File: src/rtl/sample_word_fmt_pkg.sv
package sample_word_fmt_pkg;
  localparam int unsigned WORD_W = 32;
  localparam int unsigned PAY_W  = 24;
  localparam int unsigned AUX_W  = 4;
  localparam int unsigned PRE_W  = 4;
  localparam int unsigned HALF_W = WORD_W / 2;

  typedef enum logic [1:0] {
    MODE_16  = 2'd0,
    MODE_20  = 2'd1,
    MODE_24  = 2'd2,
    MODE_RAW = 2'd3
  } bit_mode_e;

  localparam logic [PRE_W-1:0] PRE_LEFT  = 4'h1;
  localparam logic [PRE_W-1:0] PRE_RIGHT = 4'h2;

  typedef struct packed {
    logic [PAY_W-1:0] payload;
    logic [AUX_W-1:0] aux;
    logic [PRE_W-1:0] pre;
    logic             v;
    logic             u;
    logic             c;
    logic             p;
  } subframe_t;
endpackage

File: src/rtl/sample_word_seq.sv
module sample_word_seq
  import sample_word_fmt_pkg::*;
(
  input  logic       clk_i,
  input  logic       rst_ni,
  input  logic       req_i,
  input  logic       chan_i,
  input  bit_mode_e  mode_i,
  input  logic       pack_i,
  input  logic       empty_i,
  output logic       packed_o,
  output logic       starve_o,
  output logic       pop_o
);
  // packing is only legal with 16-bit samples
  assign packed_o = pack_i && (mode_i == MODE_16);
  assign starve_o = req_i && empty_i;
  assign pop_o    = req_i && !empty_i && (!packed_o || chan_i);

  p_pop_not_empty_r9: assert property (@(posedge clk_i) disable iff (!rst_ni)
    pop_o |-> !empty_i);
  p_packed_left_holds_r5: assert property (@(posedge clk_i) disable iff (!rst_ni)
    (req_i && packed_o && !chan_i) |-> !pop_o);
  p_unpacked_pops_r6: assert property (@(posedge clk_i) disable iff (!rst_ni)
    (req_i && !empty_i && !packed_o) |-> pop_o);
endmodule

File: src/rtl/sample_word_decode.sv
module sample_word_decode
  import sample_word_fmt_pkg::*;
(
  input  logic [WORD_W-1:0] word_i,
  input  bit_mode_e         mode_i,
  input  logic              packed_i,
  input  logic              chan_i,
  input  logic              starve_i,
  output subframe_t         sf_o
);
  logic [HALF_W-1:0] s16;

  always_comb begin
    s16 = (packed_i && chan_i) ? word_i[WORD_W-1:HALF_W] : word_i[HALF_W-1:0];
    sf_o = '0;
    sf_o.pre = chan_i ? PRE_RIGHT : PRE_LEFT;
    if (!starve_i) begin
      unique case (mode_i)
        MODE_16: sf_o.payload = {s16, 8'h00};
        MODE_20: sf_o.payload = {word_i[19:0], 4'h0};
        MODE_24: sf_o.payload = word_i[23:0];
        MODE_RAW: begin
          sf_o.p       = word_i[31];
          sf_o.c       = word_i[30];
          sf_o.u       = word_i[29];
          sf_o.v       = word_i[28];
          sf_o.payload = {word_i[27:8], 4'h0};
          sf_o.aux     = word_i[7:4];
          sf_o.pre     = word_i[3:0];
        end
        default: sf_o.payload = '0;
      endcase
    end
  end
endmodule

File: src/rtl/sample_word_parity.sv
module sample_word_parity
  import sample_word_fmt_pkg::*;
(
  input  subframe_t sf_i,
  input  logic      raw_i,
  output subframe_t sf_o
);
  always_comb begin
    sf_o = sf_i;
    if (!raw_i) sf_o.p = ^{sf_i.payload, sf_i.aux, sf_i.v, sf_i.u, sf_i.c};
  end
endmodule

File: src/rtl/sample_word_fmt.sv
module sample_word_fmt
  import sample_word_fmt_pkg::*;
(
  input  logic        clk_i,
  input  logic        rst_ni,
  input  logic [1:0]  bit_mode_i,
  input  logic        pack_i,
  input  logic        sf_req_i,
  input  logic        chan_i,
  input  logic [31:0] fifo_word_i,
  input  logic        fifo_empty_i,
  output logic        fifo_pop_o,
  output logic        sf_valid_o,
  output logic [23:0] payload_o,
  output logic [3:0]  aux_o,
  output logic [3:0]  preamble_o,
  output logic        valid_bit_o,
  output logic        user_bit_o,
  output logic        cstat_bit_o,
  output logic        parity_o,
  output logic        underrun_o
);
  bit_mode_e mode;
  logic      is_packed, starve;
  subframe_t sf_dec, sf_par, sf_q;
  logic      valid_q, under_q, raw_q;

  assign mode = bit_mode_e'(bit_mode_i);

  sample_word_seq u_seq (
    .clk_i    (clk_i),
    .rst_ni   (rst_ni),
    .req_i    (sf_req_i),
    .chan_i   (chan_i),
    .mode_i   (mode),
    .pack_i   (pack_i),
    .empty_i  (fifo_empty_i),
    .packed_o (is_packed),
    .starve_o (starve),
    .pop_o    (fifo_pop_o)
  );

  sample_word_decode u_dec (
    .word_i   (fifo_word_i),
    .mode_i   (mode),
    .packed_i (is_packed),
    .chan_i   (chan_i),
    .starve_i (starve),
    .sf_o     (sf_dec)
  );

  sample_word_parity u_par (
    .sf_i  (sf_dec),
    .raw_i (mode == MODE_RAW && !starve),
    .sf_o  (sf_par)
  );

  always_ff @(posedge clk_i or negedge rst_ni) begin
    if (!rst_ni) begin
      sf_q    <= '0;
      valid_q <= 1'b0;
      under_q <= 1'b0;
      raw_q   <= 1'b0;
    end else begin
      valid_q <= sf_req_i;
      under_q <= starve;
      if (sf_req_i) begin
        sf_q  <= sf_par;
        raw_q <= (mode == MODE_RAW) && !starve;
      end
    end
  end

  assign sf_valid_o  = valid_q;
  assign underrun_o  = under_q;
  assign payload_o   = sf_q.payload;
  assign aux_o       = sf_q.aux;
  assign preamble_o  = sf_q.pre;
  assign valid_bit_o = sf_q.v;
  assign user_bit_o  = sf_q.u;
  assign cstat_bit_o = sf_q.c;
  assign parity_o    = sf_q.p;

  p_valid_after_req_r10: assert property (@(posedge clk_i) disable iff (!rst_ni)
    sf_req_i |=> sf_valid_o);
  p_underrun_silent_r9: assert property (@(posedge clk_i) disable iff (!rst_ni)
    underrun_o |-> (sf_valid_o && payload_o == '0 && aux_o == '0 && !parity_o));
  p_underrun_pulse_r9: assert property (@(posedge clk_i) disable iff (!rst_ni)
    (underrun_o && !$past(sf_req_i)) |-> 1'b0);
  p_even_parity_r7: assert property (@(posedge clk_i) disable iff (!rst_ni)
    (sf_valid_o && !raw_q) |-> (^{payload_o, aux_o, valid_bit_o, user_bit_o,
                                  cstat_bit_o, parity_o} == 1'b0));
  p_flags_zero_r7: assert property (@(posedge clk_i) disable iff (!rst_ni)
    (sf_valid_o && !raw_q) |-> !(valid_bit_o || user_bit_o || cstat_bit_o));
endmodule

File: config.mk
export PLATFORM = sky130hd
export DESIGN_NAME = sample_word_fmt
export DESIGN_NICKNAME = d
export VERILOG_FILES = /design/src/rtl/sample_word_fmt_pkg.sv /design/src/rtl/sample_word_seq.sv /design/src/rtl/sample_word_decode.sv /design/src/rtl/sample_word_parity.sv /design/src/rtl/sample_word_fmt.sv
export SDC_FILE = /design/constraint.sdc
export NUM_CORES = 1
export LEC_CHECK = 0
export BUFFER_PORTS_ARGS = -buffer_cell sky130_fd_sc_hd__buf_2
export CAP_MARGIN = 10
export CORE_UTILIZATION = 52
export DETAILED_ROUTE_END_ITERATION = 10
export PLACE_DENSITY = 0.85
export SLEW_MARGIN = 40
export SYNTH_ARGS = -nofsm -noshare
export SYNTH_HDL_FRONTEND = slang
export SYNTH_SLANG_ARGS = --single-unit
File: constraint.sdc
create_clock -name clk_i -period 1.26 [get_ports clk_i]
set_input_delay 0.126 -clock clk_i [delete_from_list [all_inputs] [get_ports clk_i]]
set_output_delay 0.126 -clock clk_i [all_outputs]
set_load 0.005 [all_outputs]
== Word level (Yosys, flattened, before mapping) ==
Cells that the tools add are included.

* Output and inout port bits: 39
* Logic and storage cells: 30
* Input bits: 40
* Register bits: 38

* Muxes and demuxes: 6
* Reduce and logical (&&, ||, !) cells: 12
* Equality and inequality tests: 3

{| class="wikitable"
|+ Operators with widths
! cell !! number
|-
| 24-bit case mux with 4 select lines || 1
|-
| 36-bit two-way mux || 1
|-
| 31-bit XOR reduction || 1
|-
| 16-bit two-way mux || 1
|-
| 12-bit two-way mux || 1
|-
| 1-bit logical AND || 6
|-
| 2-bit == test (second input constant) || 2
|-
| 1-bit logical NOT || 3
|-
| 2-bit by 1-bit == test with 1-bit output (second input constant) || 1
|-
| 2-bit logical NOT || 1
|-
| 2-bit two-way mux || 1
|-
| 1-bit logical OR || 1
|-
| 1-bit two-way mux || 1
|}

== Longest topological paths before layout ==
* Word-level depth: 8
* Depth in mapped cells: 11

== Modules after synthesis ==
From an unflattened synthesis, not the netlist that was laid out.

* Cell total of the unflattened synthesis: 260
* Area total of the unflattened synthesis: 3135.5 um2

{| class="wikitable"
|+ By module, submodules not included
! module !! sequential area each (um2) !! area each (um2) !! cells an instance !! times used
|-
| sample_word_fmt || 950.9 || 1549.0 || 79 || 1
|-
| sample_word_decode || 0.0 || 991.0 || 113 || 1
|-
| sample_word_parity || 0.0 || 561.8 || 63 || 1
|-
| sample_word_seq || 0.0 || 33.8 || 5 || 1
|}

== Worst setup path after synthesis ==
Ideal clock, no wire load.

* Kind: input -> register
* Start point: input port pack_i
* End point: register sf_q, in the netlist parity_o
* Slack: -0.882 ns
* Stages on the path: 10
* Setup time: 0.076 ns
* Data arrival time: 2.065 ns
* Cells stage by stage: buf_2 > buf_6 > and3_1 > a2111oi_1 > a2bb2oi_1 > a211o_1 > nand4_1 > or3b_1 > xor2_1 > o21ai_1

* Cells in the longest elaborated chain, start to end: 7

{| class="wikitable"
|+ Ends and longest elaborated chain
! what !! line !! text
|-
| start, declared || sample_word_fmt.sv:7 || <nowiki>input logic pack_i,</nowiki>
|-
| 1-bit logical AND || sample_word_seq.sv:16 || <nowiki>assign packed_o = pack_i && (mode_i == MODE_16);</nowiki>
|-
| 1-bit logical AND || sample_word_decode.sv:14 || <nowiki>s16 = (packed_i && chan_i) ? word_i[WORD_W-1:HALF_W] : word_i[HALF_W-1:0];</nowiki>
|-
| 16-bit two-way mux || sample_word_decode.sv:14 ||
|-
| 24-bit case mux with 4 select lines || sample_word_decode.sv:18 || <nowiki>unique case (mode_i)</nowiki>
|-
| 36-bit two-way mux || sample_word_decode.sv:17 || <nowiki>if (!starve_i) begin</nowiki>
|-
| 31-bit XOR reduction || sample_word_parity.sv:10 || <nowiki>if (!raw_i) sf_o.p = ^{sf_i.payload, sf_i.aux, sf_i.v, sf_i.u, sf_i.c};</nowiki>
|-
| 1-bit two-way mux || sample_word_parity.sv:10 ||
|-
| end signal, assigned || sample_word_fmt.sv:68 || <nowiki>sf_q <= sf_par;</nowiki>
|-
| end, declared || sample_word_fmt.sv:25 || <nowiki>subframe_t sf_dec, sf_par, sf_q;</nowiki>
|}

No other way between the ends.
A chain may end at the register's enable or synchronous reset.

== Final worst setup path ==
* Start point: input port bit_mode_i[0]
* End point: register sf_q, in the netlist parity_o

* Cells in the longest elaborated chain, start to end: 8
* Elaborated cells between the ends (all ways): 13
* Those cells by class: 3 x eq/ne; 5 x mux; 5 x reduce/logical

{| class="wikitable"
|+ Ends and longest elaborated chain
! what !! line !! text
|-
| start, declared || sample_word_fmt.sv:6 || <nowiki>input logic [1:0] bit_mode_i,</nowiki>
|-
| 2-bit logical NOT || sample_word_seq.sv:16, sample_word_decode.sv:18 ||
|-
| 1-bit logical AND || sample_word_seq.sv:16 ||
|-
| 1-bit logical AND || sample_word_decode.sv:14 ||
|-
| 16-bit two-way mux || sample_word_decode.sv:14 ||
|-
| 24-bit case mux with 4 select lines || sample_word_decode.sv:18 ||
|-
| 36-bit two-way mux || sample_word_decode.sv:17 ||
|-
| 31-bit XOR reduction || sample_word_parity.sv:10 ||
|-
| 1-bit two-way mux * || sample_word_parity.sv:10 ||
|}

Mark *: on every way between the ends. The rest lies on a longest branch, timed or not.

==> flow_summary.json <==
{
  "antenna_found_initial": 0,
  "cap_violations": 0,
  "post_drt_wl_per_cell_um": 22.3,
  "h-tree-depth": 2,
  "p_leak_nw": 2.20,
  "gp_congestion": 0.935,
  "dp_hpwl_mm": 7.63,
  "p_switching_mw": 1.37,
  "whs_ns": 0.152,
  "grt.busiest_layer": "met2",
  "start_util_pct": 54.6,
  "coreArea_sq_mm": 0.00517,
  "period_share_pct": 156,
  "grt_max_degree": 31,
  "cts_root_buf": "clkbuf_8",
  "yosysSeqAreaShare_pct": 33.7,
  "vias_per_cell": 6.39,
  "crit_path_end_kind": "flip-flop",
  "sequentialPowerShare_pct": 35.0,
  "track_usage_pct": 37.0,
  "die_h_um": 75.7,
  "final_nets": 501,
  "post-place-ws_ns": -1.12,
  "diodes": 0,
  "drt-total-wl_mm": 11.9,
  "fmax_ghz": 0.510,
  "vias": 3402,
  "dp_cells": 513,
  "min-delay-path-class": "in2reg",
  "area_delta_synth_final_pct": 56.0,
  "drt.antenna.violating_nets": 0,
  "vdd_drop_max_mv": 0.647,
  "grt-ovfl-total": 0,
  "cts.sinks": 38,
  "finish.utilization_pct": 85.2,
  "synth_edf_count": 0,
  "fin_cells": 532,
  "drtIter0Drc": 296,
  "synth_area_sq_mm": 0.00282,
  "ys_seq_elements": 38,
  "p_per_area_mw_per_mm2": 903,
  "maxSlewHeadroom_pct": 69.2,
  "rsz0062_at_grt": "true",
  "clock_latency_ns": 0.29,
  "dr.pass1.iters": 6,
  "drive_gt1_share_pct": 50.0,
  "cp_data_required_time_ns": 1.44,
  "nFillCells": 280,
  "dieArea_sq_mm": 0.00573,
  "ios": 79,
  "placed_area_sq_mm": 0.00391,
  "min_period_ns": 1.96,
  "rows": 26,
  "met2_usage_pct": 60.6,
  "fin_tns_setup_ns": -0.701,
  "grt_pass1_vias": 2909,
  "clk_pin_slew_worst_paths_ns": 0.08,
  "hold_violations": 0,
  "pwr-share-comb_pct": 41.5,
  "outcome": "complete, but fails checks",
  "crit_arrival_ns": 2.14,
  "synth_cell_types": 49,
  "pwr-share-clk_pct": 23.5,
  "synthArstFlopShare_pct": 100,
  "tritoncts": "done",
  "clock_path_buffers": 2,
  "worstMarginPinSlew_ns": 0.462,
  "grt_pass1_wl_mm": 15.0,
  "netlist_instances": 302,
  "clock_skew_ns": 0,
  "yosys_warnings": 0,
  "slew_violations": 0,
  "port_buffers": 78,
  "setup_violations": 1,
  "crit_path_max_fanout": 6,
  "die_x_um": 75.7,
  "drc_errors": 0,
  "violations": "negative setup slack",
  "intPower_mw": 2.61,
  "swShare_pct": 34.3,
  "synth_nets": 342,
  "critPathKind": "in2reg",
  "grtUsageMet3_pct": 6.48,
  "syn_avg_cell_area_sq_um": 9.35,
  "fin_area_sq_mm": 0.00441,
  "ys.flop_type": "dfrtp_1",
  "critPathLaunchType": "input pin",
  "grt_util_met1_pct": 48.4,
  "total_power_mw": 3.98,
  "cts_buffers": 5,
  "worst_slack_ns": -0.701
}
## layout make-up
type	count	area [sq um]	area share, %
multi-input combinational	231	1970	44.7
timing repair buffer	177	1270	28.9
sequential	38	951	21.6
tap	70	87.6	1.99
clock buffer	6	82.6	1.87
inverter	8	30.0	0.681
clock inverter	2	12.5	0.284
## worst max-delay path, cell delays in order
cell and delay (ns):
buf_12 0.12, buf_4 0.14, nor2b_1 0.15, buf_4 0.15
and2_1 0.17, a221o_1 0.32, nand2b_4 0.17, mux2i_4 0.17
xnor3_1 0.36, xor2_1 0.19, o21ai_1 0.09
## cell usage after synthesis, types with 2 or more instances
library cell / n / share of area, %
o211ai_1: 6 / 1.6
and3_1: 6 / 1.3
buf_2: 8 / 1.4
clkinv_1: 2 / 0.27
nor3b_1: 4 / 1.1
a21oi_1: 20 / 3.5
buf_6: 2 / 0.80
dfrtp_1: 38 / 34
a2bb2oi_1: 7 / 2.2
o21ai_1: 2 / 0.35
a211oi_1: 8 / 2.1
o221ai_1: 5 / 1.6
a21o_1: 5 / 1.3
xnor2_1: 8 / 2.5
clkbuf_1: 12 / 1.6
o21ai_0: 7 / 1.2
nand4_1: 5 / 1.1
nand2_1: 24 / 3.2
xor2_1: 9 / 2.8
nand3_1: 5 / 0.89
nand3b_1: 5 / 1.3
buf_4: 2 / 0.53
nor2b_1: 5 / 1.1
mux2i_1: 23 / 8.2
a2111oi_1: 2 / 0.71
o2bb2ai_1: 23 / 7.1
inv_1: 6 / 0.80
nand2b_1: 7 / 1.6
a211o_1: 2 / 0.62
and2_1: 4 / 0.89
xnor3_1: 4 / 3.2
a21boi_0: 2 / 0.53
nor2_1: 13 / 1.7
mux2_2: 6 / 2.4
## power by group through the flow
stage / sequential (mW) / clock, mW / combinational, mW
2_1_floorplan: 1.41 / 0 / 0.743
3_3_place_gp: 1.40 / 0 / 1.34
3_5_place_dp: 1.40 / 0 / 1.38
4_1_cts: 1.38 / 0.929 / 1.41
5_1_grt: 1.40 / 0.982 / 1.75
6_report: 1.39 / 0.935 / 1.65
## worst paths after layout
path,start,endpoint,slack [ns],depth (start not counted)
max,bit_mode_i[0],parity_o$_DFFE_PN0P_,-0.70,11
max in group asynchronous,rst_ni,valid_bit_o$_DFFE_PN0P_,0.48,3
max reg2reg,payload_o[11]$_DFFE_PN0P_,payload_o[11]$_DFFE_PN0P_,0.47,1
min in group asynchronous,rst_ni,payload_o[18]$_DFFE_PN0P_,0.30,2
min,fifo_word_i[4],aux_o[0]$_DFFE_PN0P_,0.15,3
min reg2reg,payload_o[22]$_DFFE_PN0P_,payload_o[22]$_DFFE_PN0P_,0.48,1
## state kept, by name, summed over array words and instances, names as in the netlist
signal / count
underrun_o: 1
cstat_bit_o: 1
payload_o: 24
user_bit_o: 1
preamble_o: 4
valid_bit_o: 1
aux_o: 4
sf_valid_o: 1
parity_o: 1
## metal layers
| metal | share of wire (%) | routed length (um) |
|---|---|---|
| met5 | 0 | 0 |
| met4 | 6.6 | 779 |
| met3 | 8.7 | 1030 |
| met2 | 47 | 5550 |
| met1 | 38 | 4490 |
## kinds of logic after synthesis
family,Yosys count,share of synthesized area [%]
AO/OA/AOI/OAI,97,25.3
XOR/XNOR,22,9.30
buffers and inverters,33,5.54
flip-flops,38,33.7
multiplexers,29,10.5
AND/OR/NAND/NOR,83,15.6
## repair_timing
| item | 4_1_cts | 5_1_grt |
|---|---|---|
| cloned | 0 | 1 |
| gates resized for setup | 12 | 57 |
| endpoints found under the hold margin | 16 | 0 |
| setup endpoints to repair | 2 | 3 |
| pin swaps | 2 | 24 |
| buffers inserted | 0 | 9 |
| hold buffers | 1 | 0 |
## layout by cell type (no fill, tap or decap), types with 8 or more instances in the layout
master and n:
xor2_1 8, a211oi_2 8, dfrtp_1 38, mux2i_1 22, buf_2 73, nor2_1 12, a21oi_1 18, buf_4 86
nand2_1 23, o2bb2ai_1 22
Power figures use the tool's default switching activity.
